$ cat config.mk
export PLATFORM = sky130hd
export DESIGN_NAME = nand_cmd_seq
export DESIGN_NICKNAME = d
export VERILOG_FILES = /design/src/rtl/nand_cmd_seq.sv
export SDC_FILE = /design/constraint.sdc
export NUM_CORES = 1
export LEC_CHECK = 0
export BUFFER_PORTS_ARGS = -buffer_cell sky130_fd_sc_hd__buf_2
export CORE_MARGIN = 1
export CORE_UTILIZATION = 40
export DETAILED_ROUTE_END_ITERATION = 8
export HOLD_SLACK_MARGIN = 0.03
export PLACE_DENSITY = 0.65
export SETUP_SLACK_MARGIN = 0.15
export SYNTH_ARGS = -nofsm -noshare
export SYNTH_HDL_FRONTEND = slang
export SYNTH_SLANG_ARGS = --single-unit
$ cat constraint.sdc
create_clock -name clk -period 7.3 [get_ports clk]
set_input_delay 0.365 -clock clk [delete_from_list [all_inputs] [get_ports clk]]
set_output_delay 0.365 -clock clk [all_outputs]
set_load 0.05 [all_outputs]
$ cat src/rtl/nand_cmd_seq.sv
module nand_cmd_seq #(
  parameter int COL_W    = 16,
  parameter int PAGE_W   = 24,
  parameter int LEN_W    = 16,
  parameter int LP_BYTES = 2048,
  parameter int LP_SPARE = 64,
  parameter int SP_BYTES = 512,
  parameter int SP_SPARE = 16
) (
  input  logic              clk,
  input  logic              rst_n,
  input  logic              req,
  input  logic [7:0]        opcode,
  input  logic              col_vld,
  input  logic [COL_W-1:0]  col,
  input  logic              page_vld,
  input  logic [PAGE_W-1:0] page,
  input  logic              chip_sel,
  input  logic              large_page,
  input  logic              big_dev,
  input  logic              dma_en,
  input  logic [LEN_W-1:0]  wr_len,
  input  logic              rb_n,
  input  logic              irq_we,
  input  logic [31:0]       irq_wdata,
  output logic [31:0]       ctrl_word,
  output logic [8:0]        cmd2_reg,
  output logic [LEN_W-1:0]  data_len,
  output logic [31:0]       irq_status,
  output logic [31:0]       stat_word,
  output logic              busy,
  output logic              err_busy,
  output logic              bus_cle,
  output logic              bus_ale,
  output logic              bus_rd,
  output logic              bus_wr,
  output logic [7:0]        bus_io,
  output logic [1:0]        bus_ce_n
);
  localparam int AW = COL_W + PAGE_W;
  localparam logic [LEN_W-1:0] LP_TOT = LEN_W'(LP_BYTES + LP_SPARE);
  localparam logic [LEN_W-1:0] SP_TOT = LEN_W'(SP_BYTES + SP_SPARE);

  typedef enum logic [2:0] {S_IDLE, S_CMD1, S_ADDR, S_CMD2, S_WAIT, S_DATA, S_DONE} st_t;
  st_t st;

  logic [31:0]      ctrl_q;
  logic [8:0]       cmd2_q;
  logic [LEN_W-1:0] len_q, dcnt;
  logic [AW-1:0]    addr_q;
  logic [2:0]       acnt;
  logic             held_q, dma_q, done_f, dmad_f, err_q;

  wire is_oob  = large_page && opcode == 8'h50;
  wire [7:0] op_e = is_oob ? 8'h00 : opcode;
  wire is_id   = opcode == 8'h90 || opcode == 8'h70;
  wire is_pgrd = opcode == 8'h00 || opcode == 8'h01 || opcode == 8'h50 || opcode == 8'h05;
  wire is_rd   = is_id || is_pgrd;
  wire is_wr   = opcode == 8'h80;
  wire is_setup = is_wr || opcode == 8'h60;
  wire is_conf = opcode == 8'h10 || opcode == 8'hD0;
  wire col_p   = col_vld || is_oob;
  wire [COL_W-1:0] col_e = (col_vld ? col : '0) + (is_oob ? COL_W'(LP_BYTES) : '0);

  wire [2:0] n_norm = (col_p ? 3'd2 : 3'd0) + (page_vld ? 3'd2 + {2'b0, big_dev} : 3'd0);
  wire [2:0] n_cyc  = is_id ? 3'd1 : n_norm;
  wire [3:0] afield = (n_cyc == 3'd0) ? 4'd0 : (({1'b0, n_cyc} - 4'd1) | 4'd8);
  wire [31:0] word_n = {1'b1, afield, is_rd, is_wr, 5'b0, chip_sel, 11'b0, op_e};

  wire [LEN_W-1:0] ptot = large_page ? LP_TOT : SP_TOT;
  wire [LEN_W-1:0] len_n = is_id ? LEN_W'(4) : is_pgrd ? ptot - LEN_W'(col_e) :
                           is_wr ? wr_len : '0;
  wire [AW-1:0] addr_n = is_id ? AW'(col_e[7:0]) :
                         col_p ? {page, col_e} : AW'(page);
  wire [8:0] cmd2_n = (opcode == 8'h05) ? 9'h1E0 :
                      (op_e == 8'h00 && is_pgrd && large_page) ? 9'h130 : 9'h000;

  always_ff @(posedge clk or negedge rst_n) begin
    if (!rst_n) begin
      st <= S_IDLE; ctrl_q <= '0; cmd2_q <= '0; len_q <= '0; dcnt <= '0;
      addr_q <= '0; acnt <= '0; held_q <= 1'b0; dma_q <= 1'b0;
      done_f <= 1'b0; dmad_f <= 1'b0; err_q <= 1'b0;
    end else begin
      if (irq_we) begin
        if (irq_wdata[31]) done_f <= 1'b0;
        if (irq_wdata[28]) dmad_f <= 1'b0;
      end
      if (req && st != S_IDLE) err_q <= 1'b1;
      unique case (st)
        S_IDLE: if (req) begin
          dma_q <= dma_en;
          if (is_conf && held_q) begin
            cmd2_q <= {1'b1, opcode};
            held_q <= 1'b0;
            st     <= S_CMD1;
          end else begin
            ctrl_q <= word_n; len_q <= len_n; addr_q <= addr_n;
            cmd2_q <= cmd2_n;
            held_q <= is_setup;
            if (!is_setup) st <= S_CMD1;
          end
        end
        S_CMD1: begin
          acnt <= ctrl_q[29:27];
          st   <= ctrl_q[30] ? S_ADDR : (cmd2_q[8] ? S_CMD2 : S_WAIT);
        end
        S_ADDR: begin
          addr_q <= addr_q >> 8;
          if (acnt == 3'd0) st <= cmd2_q[8] ? S_CMD2 : S_WAIT;
          else acnt <= acnt - 3'd1;
        end
        S_CMD2: st <= S_WAIT;
        S_WAIT: if (rb_n) begin
          dcnt <= len_q - LEN_W'(1);
          st   <= (len_q != '0) ? S_DATA : S_DONE;
        end
        S_DATA: begin
          dcnt <= dcnt - LEN_W'(1);
          if (dcnt == '0) st <= S_DONE;
        end
        S_DONE: begin
          if (ctrl_q[26] && dma_q) dmad_f <= 1'b1;
          else done_f <= 1'b1;
          st <= S_IDLE;
        end
        default: st <= S_IDLE;
      endcase
    end
  end

  assign ctrl_word  = ctrl_q;
  assign cmd2_reg   = cmd2_q;
  assign data_len   = len_q;
  assign irq_status = {done_f, 2'b0, dmad_f, 28'b0};
  assign stat_word  = {1'b0, rb_n, 30'b0};
  assign busy       = st != S_IDLE;
  assign err_busy   = err_q;
  assign bus_cle    = st == S_CMD1 || st == S_CMD2;
  assign bus_ale    = st == S_ADDR;
  assign bus_rd     = st == S_DATA && ctrl_q[26];
  assign bus_wr     = st == S_DATA && ctrl_q[25];
  assign bus_io     = (st == S_CMD1) ? ctrl_q[7:0] : (st == S_CMD2) ? cmd2_q[7:0] :
                      (st == S_ADDR) ? addr_q[7:0] : 8'h00;
  assign bus_ce_n   = !busy ? 2'b11 : (ctrl_q[19] ? 2'b01 : 2'b10);


  busy_drop_chk: assert property (@(posedge clk) disable iff (!rst_n)
    req && st != S_IDLE |=> err_busy);

  err_sticky_chk: assert property (@(posedge clk) disable iff (!rst_n)
    err_busy |=> err_busy);

  setup_hold_chk: assert property (@(posedge clk) disable iff (!rst_n)
    req && st == S_IDLE && (opcode == 8'h80 || opcode == 8'h60) |=> !busy);

  wait_hold_chk: assert property (@(posedge clk) disable iff (!rst_n)
    st == S_WAIT && !rb_n |=> st == S_WAIT && !bus_rd && !bus_wr);

  phase_excl_chk: assert property (@(posedge clk) disable iff (!rst_n)
    $onehot0({bus_cle, bus_ale, bus_rd, bus_wr}));

  ce_single_chk: assert property (@(posedge clk) disable iff (!rst_n)
    bus_ce_n != 2'b00);

  done_flag_chk: assert property (@(posedge clk) disable iff (!rst_n)
    st == S_DONE && !(ctrl_q[26] && dma_q) |=> irq_status[31]);

  w1c_chk: assert property (@(posedge clk) disable iff (!rst_n)
    irq_we && irq_wdata[31] && st != S_DONE |=> !irq_status[31]);

  dir_excl_chk: assert property (@(posedge clk) disable iff (!rst_n)
    !(ctrl_word[26] && ctrl_word[25]));
endmodule

==> run_results.csv, run 1 <==
group,metric,value,unit
critical_path,cp-start-kind,"register",
clock_tree,cts_setup_buffers,0,
floorplan,dieArea,18600,sq um
critical_path,crit_type,"reg -> out",
power,peakVddDrop,0.190,mV
timing,fin_hold_ws,0.187,ns
timing,drv_slew,0,
timing,fin_crit,3.48,ns
power,clkPwrFrac,17.3,%
min_path,min_to,"ctrl_word[19]",
cells_and_area,syn_to_final_growth,11.6,%
timing,fmax,0.287,GHz
cells_and_area,largest_reg_flops,40,
timing,skew,0.00925,ns
place,dp_worst_setup_slack,4.18,ns
synthesis,ys_warn_count,0,
critical_path,worstReg2RegEnd,"addr_q[12]",
place,dp.final_hpwl,15000,um
power,intPower,1.71,mW
job,max_cap_viol_count,0,
cells_and_area,seqCellArea,2700,sq um
timing,fin_ws,3.82,ns
detailed_routing,wl_per_cell,17.5,um
power,combPwrFrac,50.0,%
cells_and_area,postLayoutCoreUtil,46.2,%
timing,hold_viol_final,0,
clock_tree,clk_latency,0.37,ns
critical_path,rr_startpoint,"st[0]",
grt,grt_pass1_vias,5648,
synthesis,synth_seq_cells,108,
power,finalPower,3.32,mW
timing,tightest_slew,0.989,ns
synthesis,synth_cells,834,
grt,antenna_found_initial,2,
synthesis,ys_types,75,
synthesis,syn_area,7210,sq um
detailed_routing,avgViaCountPerCell,5.46,
cells_and_area,stdcell_count,1169,
cells_and_area,multi_input_area,3890,sq um
place,place_congestion,0.908,
detailed_routing,drt_iter0_markers,481,
clock_tree,root_buffer,"clkbuf_16",
detailed_routing,drc_errors,0,
synthesis,synth_area_leader_cell,"dfrtp_1",
power,cellLeakagePower,3.89,nW
power,power.share.switching,48.4,%
cells_and_area,finalNetCount,1058,
synthesis,synth-async-reset-ratio,100,%
critical_path,r2r_slack,4.17,ns
floorplan,ioPinCount,244,
grt,grt_pass1_wl,31600,um
clock_tree,post_cts_resized,0,
place,dp_cells,1151,
min_path,whs_path_depth,3,
synthesis,syn_avg_cell_area,8.64,sq um
cells_and_area,regMostFlops,"addr_q",
power,seq_power_share,32.7,%
clock_tree,clock_sinks,108,
grt,grt_usage,22.3,%
cells_and_area,drive_gt1_share,20.0,%
power,p_switching,1.61,mW
clock_tree,postCtsHoldBufs,1,
critical_path,critPathCaptureType,"primary output",
critical_path,critPathMaxFanout,30,
floorplan,die_h,136,um
grt,grt_max_degree,73,
place,placed_area,7680,sq um
timing,fin_crit_sh,47.7,%
detailed_routing,wirelength,20500,um
synthesis,ys.flop_type,"dfrtp_1",
grt,grt.overflow.total,0,
place,io_buffer_count,136,
critical_path,cp_data_arrival_time,3.11,ns
cells_and_area,fin_area,8040,sq um
synthesis,seq_area_frac_synth,37.5,%
timing,rsz0062_at_grt,"no",
detailed_routing,ant_nets,0,
min_path,hold_start,"chip_sel",
clock_tree,clock_path_buffers,2,
min_path,hold_class,"in -> reg",
detailed_routing,drt_pass1_iterations,5,
floorplan,rows,48,
timing,max-slew-margin-rel,34.0,%
clock_tree,clkTransAtPathRegs,0.07,ns
clock_tree,cts_tree,"yes",
floorplan,die_w,136,um
critical_path,cp_data_required_time,6.93,ns
power,p_per_area,413,nW/um^2
clock_tree,cts_buffers,9,
floorplan,core,17400,sq um
synthesis,synth_edf_count,0,
synthesis,synth_common_cells,"nand2_1 (120), dfrtp_1 (108), buf_4 (85)",
critical_path,reg2reg_depth,6,
synthesis,ys_top_cells_by_area,"dfrtp_1 (38%), buf_4 (8.9%), nand2_1 (6.3%)",
detailed_routing,route.vias.total,6381,
timing,final.setup.tns,0,ns
timing,setup_viol,0,
run_status,status,"complete, no violations",
synthesis,synth_top_area_share,37.5,%
cells_and_area,num-fill-cells,1752,
floorplan,start_util,41.4,%
clock_tree,cts_max_level,3,
synthesis,yosys.cell_count.top_type,"nand2_1",
## critical path, cell delays in order, from the launching register on
cell     delay [ns]
dfrtp_1        0.75
nor2b_1        0.44
nand2_1        0.58
inv_1          0.24
buf_4          0.39
buf_2          0.34
## worst max path at each step
stage,to,from,slack [ns],cells past startpoint
detailed placement,addr_q[12],st[0],4.18,6
CTS,bus_ale,st[1],3.88,5
finish,bus_ale,st[1],3.82,5
global route,bus_ale,st[1],3.64,5
global placement,dcnt[8],st[0],4.26,8
floorplan,dcnt[8],st[1],4.58,11
## power by group through the flow
stage | clock network [mW] | registers (mW) | logic [mW]
2_1_floorplan | 0 | 1.19 | 1.20
3_3_place_gp | 0 | 1.09 | 1.63
3_5_place_dp | 0 | 1.09 | 1.65
4_1_cts | 0.587 | 1.08 | 1.66
5_1_grt | 0.608 | 1.12 | 1.80
6_report | 0.575 | 1.09 | 1.66
## kinds of logic after synthesis
family | Yosys count | share of synthesized area [%]
other | 1 | 0.0520
adders and majority gates | 14 | 2.40
muxes | 16 | 2.40
DFF | 108 | 37.5
xor gates and xnor gates | 17 | 2.07
and+or+nand+nor | 303 | 20.5
AOI/OAI and AO/OA | 230 | 22.6
buffers and inverters | 145 | 12.5
## metal layers
layer,global-route usage [%],up-vias,wire (um)
met3,5.03,25,1600
met4,6.79,0,461
met1,31.5,3060,9000
met2,33.8,251,9420
met5,0,-,0
li1,-,3045,-
## layout make-up
type                       count  area share, %
antenna                        2         0.0622
clock buffer                   9           2.80
clock inverter                 6           1.48
inverter                      18          0.840
multi-input combinational    657           48.4
sequential                   108           33.6
tap                          225           3.50
timing repair buffer         144           9.27
## cells in the final DEF, fill, tap and decap left out, types with 18 or more instances in the layout
cell type / Yosys / layout
buf_2: 18 / 135
a221o_1: 22 / 22
nor2_1: 69 / 69
nand2_1: 120 / 120
o21ai_0: 43 / 43
dfrtp_1: 108 / 108
a21oi_1: 50 / 50
conb_1: 1 / 77
a22oi_1: 19 / 19
inv_1: 18 / 18
Power figures use the tool's default switching activity.
==> inputs of run 2 (changes only) <==
PLACE_DENSITY = 0.67   (was 0.65)
clock period = 3.2 ns   (was 7.3 ns; I/O delays follow)
==> run_results.csv, run 2 (synthesis gave the netlist of run 1 again) <==
group,metric,value,unit
critical_path,worstReg2RegEnd,"dcnt[10]",
timing,max-slew-margin-rel,33.9,%
floorplan,die_h,136,um
place,dp_worst_setup_slack,0.512,ns
grt,met1_usage,31.6,%
min_path,hold_class,"in -> reg",
cells_and_area,regMostFlops,"addr_q",
power,clkPwrFrac,14.8,%
critical_path,critPathMaxFanout,10,
place,dp.final_hpwl,15400,um
detailed_routing,route.vias.total,6425,
power,cellLeakagePower,3.94,nW
timing,hold_viol_final,0,
timing,fmax,0.370,GHz
critical_path,path_depth,7,
critical_path,rr_startpoint,"st[2]",
grt,top_usage_layer,"met2",
cells_and_area,finalNetCount,1073,
critical_path,r2r_slack,0.50,ns
cells_and_area,syn_to_final_growth,12.8,%
floorplan,rows,48,
floorplan,start_util,41.4,%
detailed_routing,drt_iter0_markers,468,
power,p_per_area,915,nW/um^2
clock_tree,postCtsHoldBufs,7,
job,max_cap_viol_count,0,
place,io_buffer_count,136,
timing,final.setup.tns,0,ns
timing,fin_crit,2.70,ns
cells_and_area,final_common_cell,"buf_2",
critical_path,crit_type,"reg -> reg",
clock_tree,clock_path_buffers,2,
clock_tree,clkTransAtPathRegs,0.07,ns
timing,tightest_slew,0.990,ns
critical_path,cp-start-kind,"register",
power,combPwrFrac,52.6,%
critical_path,reg2reg_depth,7,
detailed_routing,wirelength,20500,um
clock_tree,clk_latency,0.36,ns
grt,grt_usage,22.5,%
clock_tree,cts_max_level,3,
floorplan,ioPinCount,244,
place,place_congestion,0.911,
critical_path,path_cells,"and3b_1, mux2i_1, ha_1, o21a_1, o21ai_0, a2111o_1, o211a_1",
cells_and_area,largest_reg_flops,40,
critical_path,path_buf_inv,0,
clock_tree,cts_setup_buffers,0,
floorplan,core,17400,sq um
clock_tree,post_cts_resized,0,
grt,grt_pass1_wl,31800,um
timing,skew,0.00927,ns
grt,met3_usage,4.74,%
floorplan,dieArea,18600,sq um
detailed_routing,drc_errors,0,
critical_path,crit_start,"st[2]",
timing,fin_crit_sh,84.5,%
clock_tree,cts_tree,"yes",
grt,grt_max_degree,64,
clock_tree,root_buffer,"clkbuf_16",
critical_path,crit_family,"compound AO/OA/AOI/OAI gates",
critical_path,cpPeakStageDelay,0.56,ns
detailed_routing,wl_per_cell,17.3,um
grt,grt_pass1_vias,5760,
critical_path,slowest_stage,"dfrtp_1",
clock_tree,clock_sinks,108,
critical_path,critPathCaptureType,"register",
power,p_switching,3.67,mW
floorplan,die_w,136,um
grt,antenna_found_initial,3,
detailed_routing,avgViaCountPerCell,5.42,
power,finalPower,7.44,mW
power,intPower,3.77,mW
detailed_routing,ant_nets,0,
clock_tree,cts_buffers,9,
grt,grt.overflow.total,0,
grt,grt_use_met2,33.9,%
detailed_routing,drt_pass1_iterations,5,
power,power.share.switching,49.3,%
cells_and_area,final_cell_mix,"buf_2 (135), nand2_1 (120), dfrtp_1 (108), conb_1 (77), nor2_1 (69)",
power,seq_power_share,32.6,%
cells_and_area,drive_gt1_share,20.7,%
timing,drv_slew,0,
timing,fin_ws,0.497,ns
power,peakVddDrop,0.428,mV
critical_path,cp_data_required_time,3.46,ns
critical_path,cp_data_arrival_time,2.96,ns
run_status,status,"complete, no violations",
critical_path,crit_path_end,"dcnt[10]",
timing,setup_viol,0,
timing,rsz0062_at_grt,"no",
[run 2: layout make-up]
type                            count  area, sq um
Clock inverter                      5         35.0
Tap cell                          225          282
Sequential cell                   108         2700
Inverter                           18         67.6
Fill cell                        1741         9290
Antenna cell                        3         7.51
Clock buffer                       11          253
Multi-Input combinational cell    657         3890
Timing Repair Buffer              159          886
[run 2: power groups by stage]
stage | clock [mW] | sequential (mW) | combinational [mW]
floorplan | 0 | 2.71 | 2.75
global placement | 0 | 2.42 | 3.83
detailed placement | 0 | 2.44 | 3.89
CTS | 1.12 | 2.41 | 3.91
global route | 1.18 | 2.49 | 4.27
finish | 1.10 | 2.42 | 3.92
[run 2: through the flow]
step	area, sq um	utilization, %	hold slack [ns]	cells
after global routing	8130	46.7	0.0361	1185
after floorplan	7490	-	-0.136	910
after global placement	7760	44.6	0.228	1160
final	8130	46.7	0.0394	1186
after detailed placement	7760	44.6	0.227	1160
after CTS	8120	46.6	0.0327	1183
[run 2: worst reg2reg max path, stage by stage (launching register included)]
cell and delay (ns):
dfrtp_1 0.56, and3b_1 0.47, mux2i_1 0.30, ha_1 0.34
o21a_1 0.24, o21ai_0 0.18, a2111o_1 0.41, o211a_1 0.11
[run 2: per-layer routing]
layer  vias to the layer above  routed length, um  share of wire (%)
li1                       3079                  -                  -
met1                      3023               9090                 44
met2                       294               9400                 46
met3                        29               1490                7.3
met4                         0                516                2.5
met5                         -                  0                  0
[run 2: worst min-delay path by stage]
stage	cells past startpoint	end	from
after CTS	2	addr_q[33]	page[17]
after global routing	2	addr_q[38]	page[22]
after floorplan	0	acnt[0]	rst_n
after detailed placement	1	err_busy	rst_n
final	2	addr_q[38]	page[22]
after global placement	1	err_busy	rst_n
